### config.mk
export PLATFORM = sky130hd
export DESIGN_NAME = serial_rx_core
export DESIGN_NICKNAME = d
export VERILOG_FILES = /design/src/rtl/srx_pkg.sv /design/src/rtl/srx_sync.sv /design/src/rtl/srx_framer.sv /design/src/rtl/srx_holding.sv /design/src/rtl/serial_rx_core.sv
export SDC_FILE = /design/constraint.sdc
export NUM_CORES = 1
export LEC_CHECK = 0
export BUFFER_PORTS_ARGS = -buffer_cell sky130_fd_sc_hd__buf_2
export CAP_MARGIN = 20
export CORE_UTILIZATION = 63
export CTS_CLUSTER_SIZE = 30
export DETAILED_ROUTE_END_ITERATION = 10
export GPL_TIMING_DRIVEN = 0
export PLACE_DENSITY = 0.93
export RECOVER_POWER = 100
export SLEW_MARGIN = 20
export SYNTH_ARGS = -nofsm -noshare
export SYNTH_HDL_FRONTEND = slang
export SYNTH_SLANG_ARGS = --single-unit
### constraint.sdc
create_clock -name clk -period 2.77 [get_ports clk]
set_input_delay 0.277 -clock clk [delete_from_list [all_inputs] [get_ports clk]]
set_output_delay 0.277 -clock clk [all_outputs]
set_load 0.05 [all_outputs]
### src/rtl/srx_pkg.sv
package srx_pkg;
  localparam int DATA_W = 8;
  localparam int LS_DR  = 0;
  localparam int LS_OE  = 1;
  localparam int LS_PE  = 2;
  localparam int LS_FE  = 3;
  localparam int LS_BI  = 4;
  localparam int LS_W   = 5;

  typedef enum logic [2:0] {
    ST_IDLE, ST_START, ST_DATA, ST_PAR, ST_STOP, ST_WAIT_HI
  } rx_state_e;

  typedef struct packed {
    logic [1:0] len;
    logic       par_en;
    logic       par_even;
  } frame_cfg_t;

  typedef struct packed {
    logic [DATA_W-1:0] data;
    logic              perr;
    logic              ferr;
    logic              brk;
  } frame_res_t;
endpackage

### src/rtl/srx_sync.sv
module srx_sync #(
  parameter int STAGES = 2
) (
  input  logic clk,
  input  logic rst_n,
  input  logic din,
  output logic dout
);
  logic [STAGES-1:0] chain;

  always_ff @(posedge clk or negedge rst_n) begin
    if (!rst_n) chain <= '1;
    else        chain <= {chain[STAGES-2:0], din};
  end

  assign dout = chain[STAGES-1];
endmodule

### src/rtl/srx_framer.sv
module srx_framer
  import srx_pkg::*;
#(
  parameter int OVERSAMPLE = 16
) (
  input  logic       clk,
  input  logic       rst_n,
  input  logic       tick,
  input  logic       rx,
  input  frame_cfg_t cfg,
  output logic       done,
  output frame_res_t res
);
  localparam int CW = $clog2(OVERSAMPLE);
  localparam logic [CW-1:0] MID  = CW'(OVERSAMPLE / 2 - 1);
  localparam logic [CW-1:0] FULL = CW'(OVERSAMPLE - 1);

  rx_state_e         state;
  logic [CW-1:0]     cnt;
  logic [2:0]        idx;
  logic [2:0]        last_idx;
  frame_cfg_t        cfg_q;
  logic [DATA_W-1:0] shreg;
  logic              pbit;
  logic              is_brk, perr_c, ferr_c;

  always_comb begin
    last_idx = 3'd4 + {1'b0, cfg_q.len};
    is_brk   = !rx && (shreg == '0) && !pbit;
    perr_c   = cfg_q.par_en && ((^shreg ^ pbit) ^ ~cfg_q.par_even) && !is_brk;
    ferr_c   = !rx && !is_brk;
  end

  always_ff @(posedge clk or negedge rst_n) begin
    if (!rst_n) begin
      state <= ST_IDLE;
      cnt   <= '0;
      idx   <= '0;
      cfg_q <= '0;
      shreg <= '0;
      pbit  <= 1'b0;
      done  <= 1'b0;
      res   <= '0;
    end else begin
      done <= 1'b0;
      if (tick) begin
        case (state)
          ST_IDLE: if (!rx) begin
            state <= ST_START;
            cnt   <= '0;
            cfg_q <= cfg;
          end
          ST_START: if (cnt == MID) begin
            if (!rx) begin
              state <= ST_DATA;
              cnt   <= '0;
              idx   <= '0;
              shreg <= '0;
              pbit  <= 1'b0;
            end else begin
              state <= ST_IDLE;
            end
          end else cnt <= cnt + 1'b1;
          ST_DATA: if (cnt == FULL) begin
            cnt        <= '0;
            shreg[idx] <= rx;
            if (idx == last_idx) state <= cfg_q.par_en ? ST_PAR : ST_STOP;
            else                 idx   <= idx + 1'b1;
          end else cnt <= cnt + 1'b1;
          ST_PAR: if (cnt == FULL) begin
            cnt   <= '0;
            pbit  <= rx;
            state <= ST_STOP;
          end else cnt <= cnt + 1'b1;
          ST_STOP: if (cnt == FULL) begin
            cnt      <= '0;
            done     <= 1'b1;
            res.data <= shreg;
            res.perr <= perr_c;
            res.ferr <= ferr_c;
            res.brk  <= is_brk;
            state    <= rx ? ST_IDLE : ST_WAIT_HI;
          end else cnt <= cnt + 1'b1;
          ST_WAIT_HI: if (rx) state <= ST_IDLE;
          default: state <= ST_IDLE;
        endcase
      end
    end
  end

  assert_stb_single_R12: assert property (@(posedge clk) disable iff (!rst_n)
    done |=> !done);
  assert_cfg_held_R11: assert property (@(posedge clk) disable iff (!rst_n)
    (state != ST_IDLE) |=> $stable(cfg_q));
endmodule

### src/rtl/srx_holding.sv
module srx_holding
  import srx_pkg::*;
(
  input  logic              clk,
  input  logic              rst_n,
  input  logic              done,
  input  frame_res_t        res,
  input  logic              ready,
  input  logic              status_rd,
  output logic [DATA_W-1:0] data,
  output logic              valid,
  output logic [LS_W-1:0]   status
);
  logic dr, oe, pe, fe, bi;
  logic pop, accept;

  assign pop    = dr && ready;
  assign accept = done && (!dr || pop);

  always_ff @(posedge clk or negedge rst_n) begin
    if (!rst_n) begin
      data <= '0;
      {dr, oe, pe, fe, bi} <= '0;
    end else begin
      if (pop) begin
        dr <= 1'b0;
        bi <= 1'b0;
      end
      if (status_rd) begin
        oe <= 1'b0;
        pe <= 1'b0;
        fe <= 1'b0;
      end
      if (accept) begin
        data <= res.brk ? '0 : res.data;
        dr   <= 1'b1;
        bi   <= res.brk;
        if (res.perr) pe <= 1'b1;
        if (res.ferr) fe <= 1'b1;
      end else if (done) begin
        oe <= 1'b1;
      end
    end
  end

  always_comb begin
    status        = '0;
    status[LS_DR] = dr;
    status[LS_OE] = oe;
    status[LS_PE] = pe;
    status[LS_FE] = fe;
    status[LS_BI] = bi;
  end
  assign valid = dr;

  assert_pop_clears_R7: assert property (@(posedge clk) disable iff (!rst_n)
    (pop && !done) |=> (!dr && !bi));
  assert_break_zero_R5: assert property (@(posedge clk) disable iff (!rst_n)
    bi |-> (data == '0 && dr));
  assert_overrun_keeps_R8: assert property (@(posedge clk) disable iff (!rst_n)
    (done && dr && !ready) |=> ($stable(data) && oe));
endmodule

### src/rtl/serial_rx_core.sv
module serial_rx_core
  import srx_pkg::*;
#(
  parameter int OVERSAMPLE  = 16,
  parameter int SYNC_STAGES = 2
) (
  input  logic              clk,
  input  logic              rst_n,
  input  logic              tick_16x,
  input  logic              rx_pin,
  input  logic [1:0]        char_len,
  input  logic              par_en,
  input  logic              par_even,
  output logic [DATA_W-1:0] rx_data,
  output logic              rx_valid,
  input  logic              rx_ready,
  input  logic              status_rd,
  output logic [LS_W-1:0]   line_status,
  output logic              frame_stb
);
  logic       rx_s;
  frame_cfg_t cfg;
  frame_res_t res;

  assign cfg = '{len: char_len, par_en: par_en, par_even: par_even};

  srx_sync #(.STAGES(SYNC_STAGES)) u_sync (
    .clk(clk), .rst_n(rst_n), .din(rx_pin), .dout(rx_s)
  );

  srx_framer #(.OVERSAMPLE(OVERSAMPLE)) u_framer (
    .clk(clk), .rst_n(rst_n), .tick(tick_16x), .rx(rx_s), .cfg(cfg),
    .done(frame_stb), .res(res)
  );

  srx_holding u_hold (
    .clk(clk), .rst_n(rst_n), .done(frame_stb), .res(res),
    .ready(rx_ready), .status_rd(status_rd),
    .data(rx_data), .valid(rx_valid), .status(line_status)
  );
endmodule

==> run summary <==
Synthesized Nets -> 293
Fmax -> 0.463 GHz
Postcts setup bufs -> 0
Core Rows -> 23
Slew margin rel. -> 21.0%
Core area -> 4000 sq um
# diodes -> 0
Syn Area/Cell -> 9.48 sq um
NetSw -> 578 uW
Tmin final -> 2.16 ns
CTS Sinks -> 50
Crit path kind -> reg2reg
Min-Delay Path Class -> in2reg
Max-slew violation count -> 0
Comb power frac -> 25.8%
CP arrival -> 2.36 ns
Routability cong. -> 0.942
CP required -> 2.97 ns
DRC Markers -> 0
Ys Warns -> 0
Layout cells sized above 1 -> 12.3%
Clock root buffer -> clkbuf_8
Critical path fanouts, max -> 9
Cts repair resizes -> 0
Initial Utilization -> 65.7%
Die area -> 4430 sq um
Hold buffers post-CTS -> 0
Setup crit end kind -> flip-flop
Synth unique cells -> 50
Post-route setup TNS -> 0 ns
Final setup fails -> 0
Total track usage -> 27.2%
WL final -> 5310 um
Detailed Route Iter0 Violations -> 186
First-pass GRT wire length -> 9110 um
DRT Pass-1 Iters -> 4
Chip Width -> 66.6 um
Grt ovf -> 0
Sequential area share after synthesis -> 47.7%
Largest net degree at the start of global routing -> 51
H-tree levels -> 2
Switching part of the total power -> 30.5%
CTS tree -> yes
Setup crit start kind -> flip-flop
RSZ-0062 raised after global routing -> false
Part of the power in registers -> 45.6%
DRT antenna net count -> 0
Crit share post-route -> 77.9%
Max Root-Sink Buffers -> 2
Gate Count Post-Synth -> 277
Port bufs -> 24
DR vias -> 2174
Clk network pwr share -> 28.6%
Final hold slack -> 0.0643 ns
Seq cells post-synth -> 50
Filler cells -> 294
Internal Power -> 1310 uW
Tightest Pin Transition -> 1.18 ns
Vias/cell -> 6.06
HPWL after DPL -> 3810 um
Final nets -> 324
Maximum vdd drop -> 497 uV
Run status -> completed
Total CTS buffers -> 5
Fin. Hold Viols -> 0
Initial antenna violation count -> 0
Wire per inst -> 14.8 um
Pwr dens -> 654 nW/um^2
I/O Pins -> 25
Cell area after synthesis -> 2630 sq um
Max cap viols -> 0
Worst Clk Skew -> 0.0125 ns
Die H -> 66.6 um
Reg clk slew, reported paths -> 0.10 ns
Area grow syn2layout -> 10.1%
Vias in the first global route -> 2083
Worst skew pair latency -> 0.31 ns
Leak -> 0.00122 uW
==> layout make-up <==
cell class              instances  area, sq um  share of cell area [%]
clock inverters                 2         38.8                    1.34
multi-input cells             185         1170                    40.5
flip-flops and latches         50         1250                    43.4
inverters                      20         75.1                    2.60
well taps                      50         62.6                    2.16
repair buffers                 24          101                    3.50
plain buffers                  22          106                    3.68
clock buffers                   6         82.6                    2.86
==> power by group through the flow <==
| stage | clock network (uW) | registers [uW] | logic [uW] |
|---|---|---|---|
| floorplan | 0 | 860 | 386 |
| global placement | 0 | 873 | 467 |
| detailed placement | 0 | 878 | 490 |
| CTS | 548 | 864 | 496 |
| global route | 580 | 874 | 541 |
| finish | 541 | 863 | 489 |
==> cell usage after synthesis, drive strengths merged <==
library cell	number	area share, %
a211o	3	1.0
a211oi	3	1.3
a21boi	2	0.57
a21oi	10	1.9
a221o	1	0.38
a22o	2	0.67
a22oi	1	0.29
a311oi	1	0.33
a31o	1	0.33
a31oi	7	1.7
a32o	2	0.76
a41oi	2	0.67
and2	1	0.24
and3	3	0.71
buf	12	2.7
clkbuf	10	1.4
dfrtp	48	46
dfstp	2	2.0
ha	6	2.9
inv	20	2.9
mux2	6	2.6
nand2	29	4.2
nand2b	12	2.9
nand3	7	1.3
nand3b	1	0.29
nand4	1	0.24
nor2	10	1.4
nor2b	1	0.24
nor3	5	1.1
nor4	1	0.24
nor4bb	1	0.38
o21a	2	0.57
o21ai	35	6.7
o221ai	1	0.33
o22ai	3	0.71
o311a	1	0.38
o31ai	2	0.57
o41ai	7	2.3
or2b	1	0.29
or3	1	0.24
or3b	2	0.67
or4b	1	0.52
xnor2	9	3.0
xor2	1	0.33
==> worst paths after layout <==
check | depth (start not counted) | slack [ns] | startpoint | end
worst max-delay path | 4 | 0.61 | u_framer.state[0] | u_framer.shreg[3]
worst min-delay path | 1 | 0.06 | rx_pin | u_sync.chain[0]
worst max register to register | 4 | 0.61 | u_framer.state[0] | u_framer.shreg[3]
worst min register to register | 0 | 0.35 | u_sync.chain[0] | u_sync.chain[1]
max in group asynchronous | 1 | 1.86 | rst_n | u_framer.cnt[1]
min in group asynchronous | 1 | 0.20 | rst_n | u_framer.state[2]
==> per-layer routing <==
metal	global-route usage, %	vias up	wire length (um)
li1	-	1045	-
met1	33.2	1025	2220
met2	46.7	94	2680
met3	5.48	10	332
met4	10.6	0	75
met5	0	-	0
==> critical path: stages, from the launching register on <==
cell and delay [ns]:
dfrtp_1 0.51, or4b_1 0.50, a211oi_1 0.43, nand2_1 0.28
o41ai_1 0.33
==> registers in the layout, summed over array words and instances, names as in the netlist <==
register,count
u_hold.valid,1
u_hold.bi,1
u_framer.pbit,1
u_framer.state,3
u_framer.cfg_q,4
u_framer.res,11
u_hold.fe,1
u_framer.done,1
u_hold.pe,1
u_hold.data,8
u_framer.cnt,4
u_framer.idx,3
u_framer.shreg,8
u_hold.oe,1
u_sync.chain,2
==> through the flow <==
step	util (%)	std cells	cell area [sq um]	power, uW	worst slack [ns]
after floorplan	-	277	2630	1250	1.04
after global routing	72.3	359	2890	2000	0.453
final	72.3	359	2890	1890	0.612
after CTS	73.3	359	2930	1910	0.654
after detailed placement	70.2	351	2810	1370	0.682
after global placement	70.2	351	2810	1340	0.733
==> placed cells by master, fill, tap and decap left out, types with 4 or more instances in the layout <==
cell type,Yosys,routed
mux2_2,6,6
nand2b_1,12,12
nand2_1,28,29
buf_2,5,12
nor3_1,4,4
buf_4,5,5
nor2_1,10,10
clkbuf_1,10,26
clkbuf_8,0,6
o21ai_0,33,35
ha_1,6,6
a21oi_1,10,10
dfrtp_1,48,48
inv_1,20,20
xnor2_1,9,9
a31oi_1,7,7
nand3_1,7,7
o41ai_1,7,7
==> logic make-up (layout without fill, tap and decap cells) <==
family / after synthesis / in the layout / synth area share (%)
buffers and inverters: 42 / 74 / 6.96
xor gates and xnor gates: 10 / 10 / 3.34
AOI/OAI and AO/OA: 86 / 86 / 21.5
muxes: 6 / 6 / 2.57
and+or+nand+nor: 77 / 77 / 15.1
adders and majority gates: 6 / 6 / 2.86
DFF: 50 / 50 / 47.7
(Power assumes the default switching activity.)
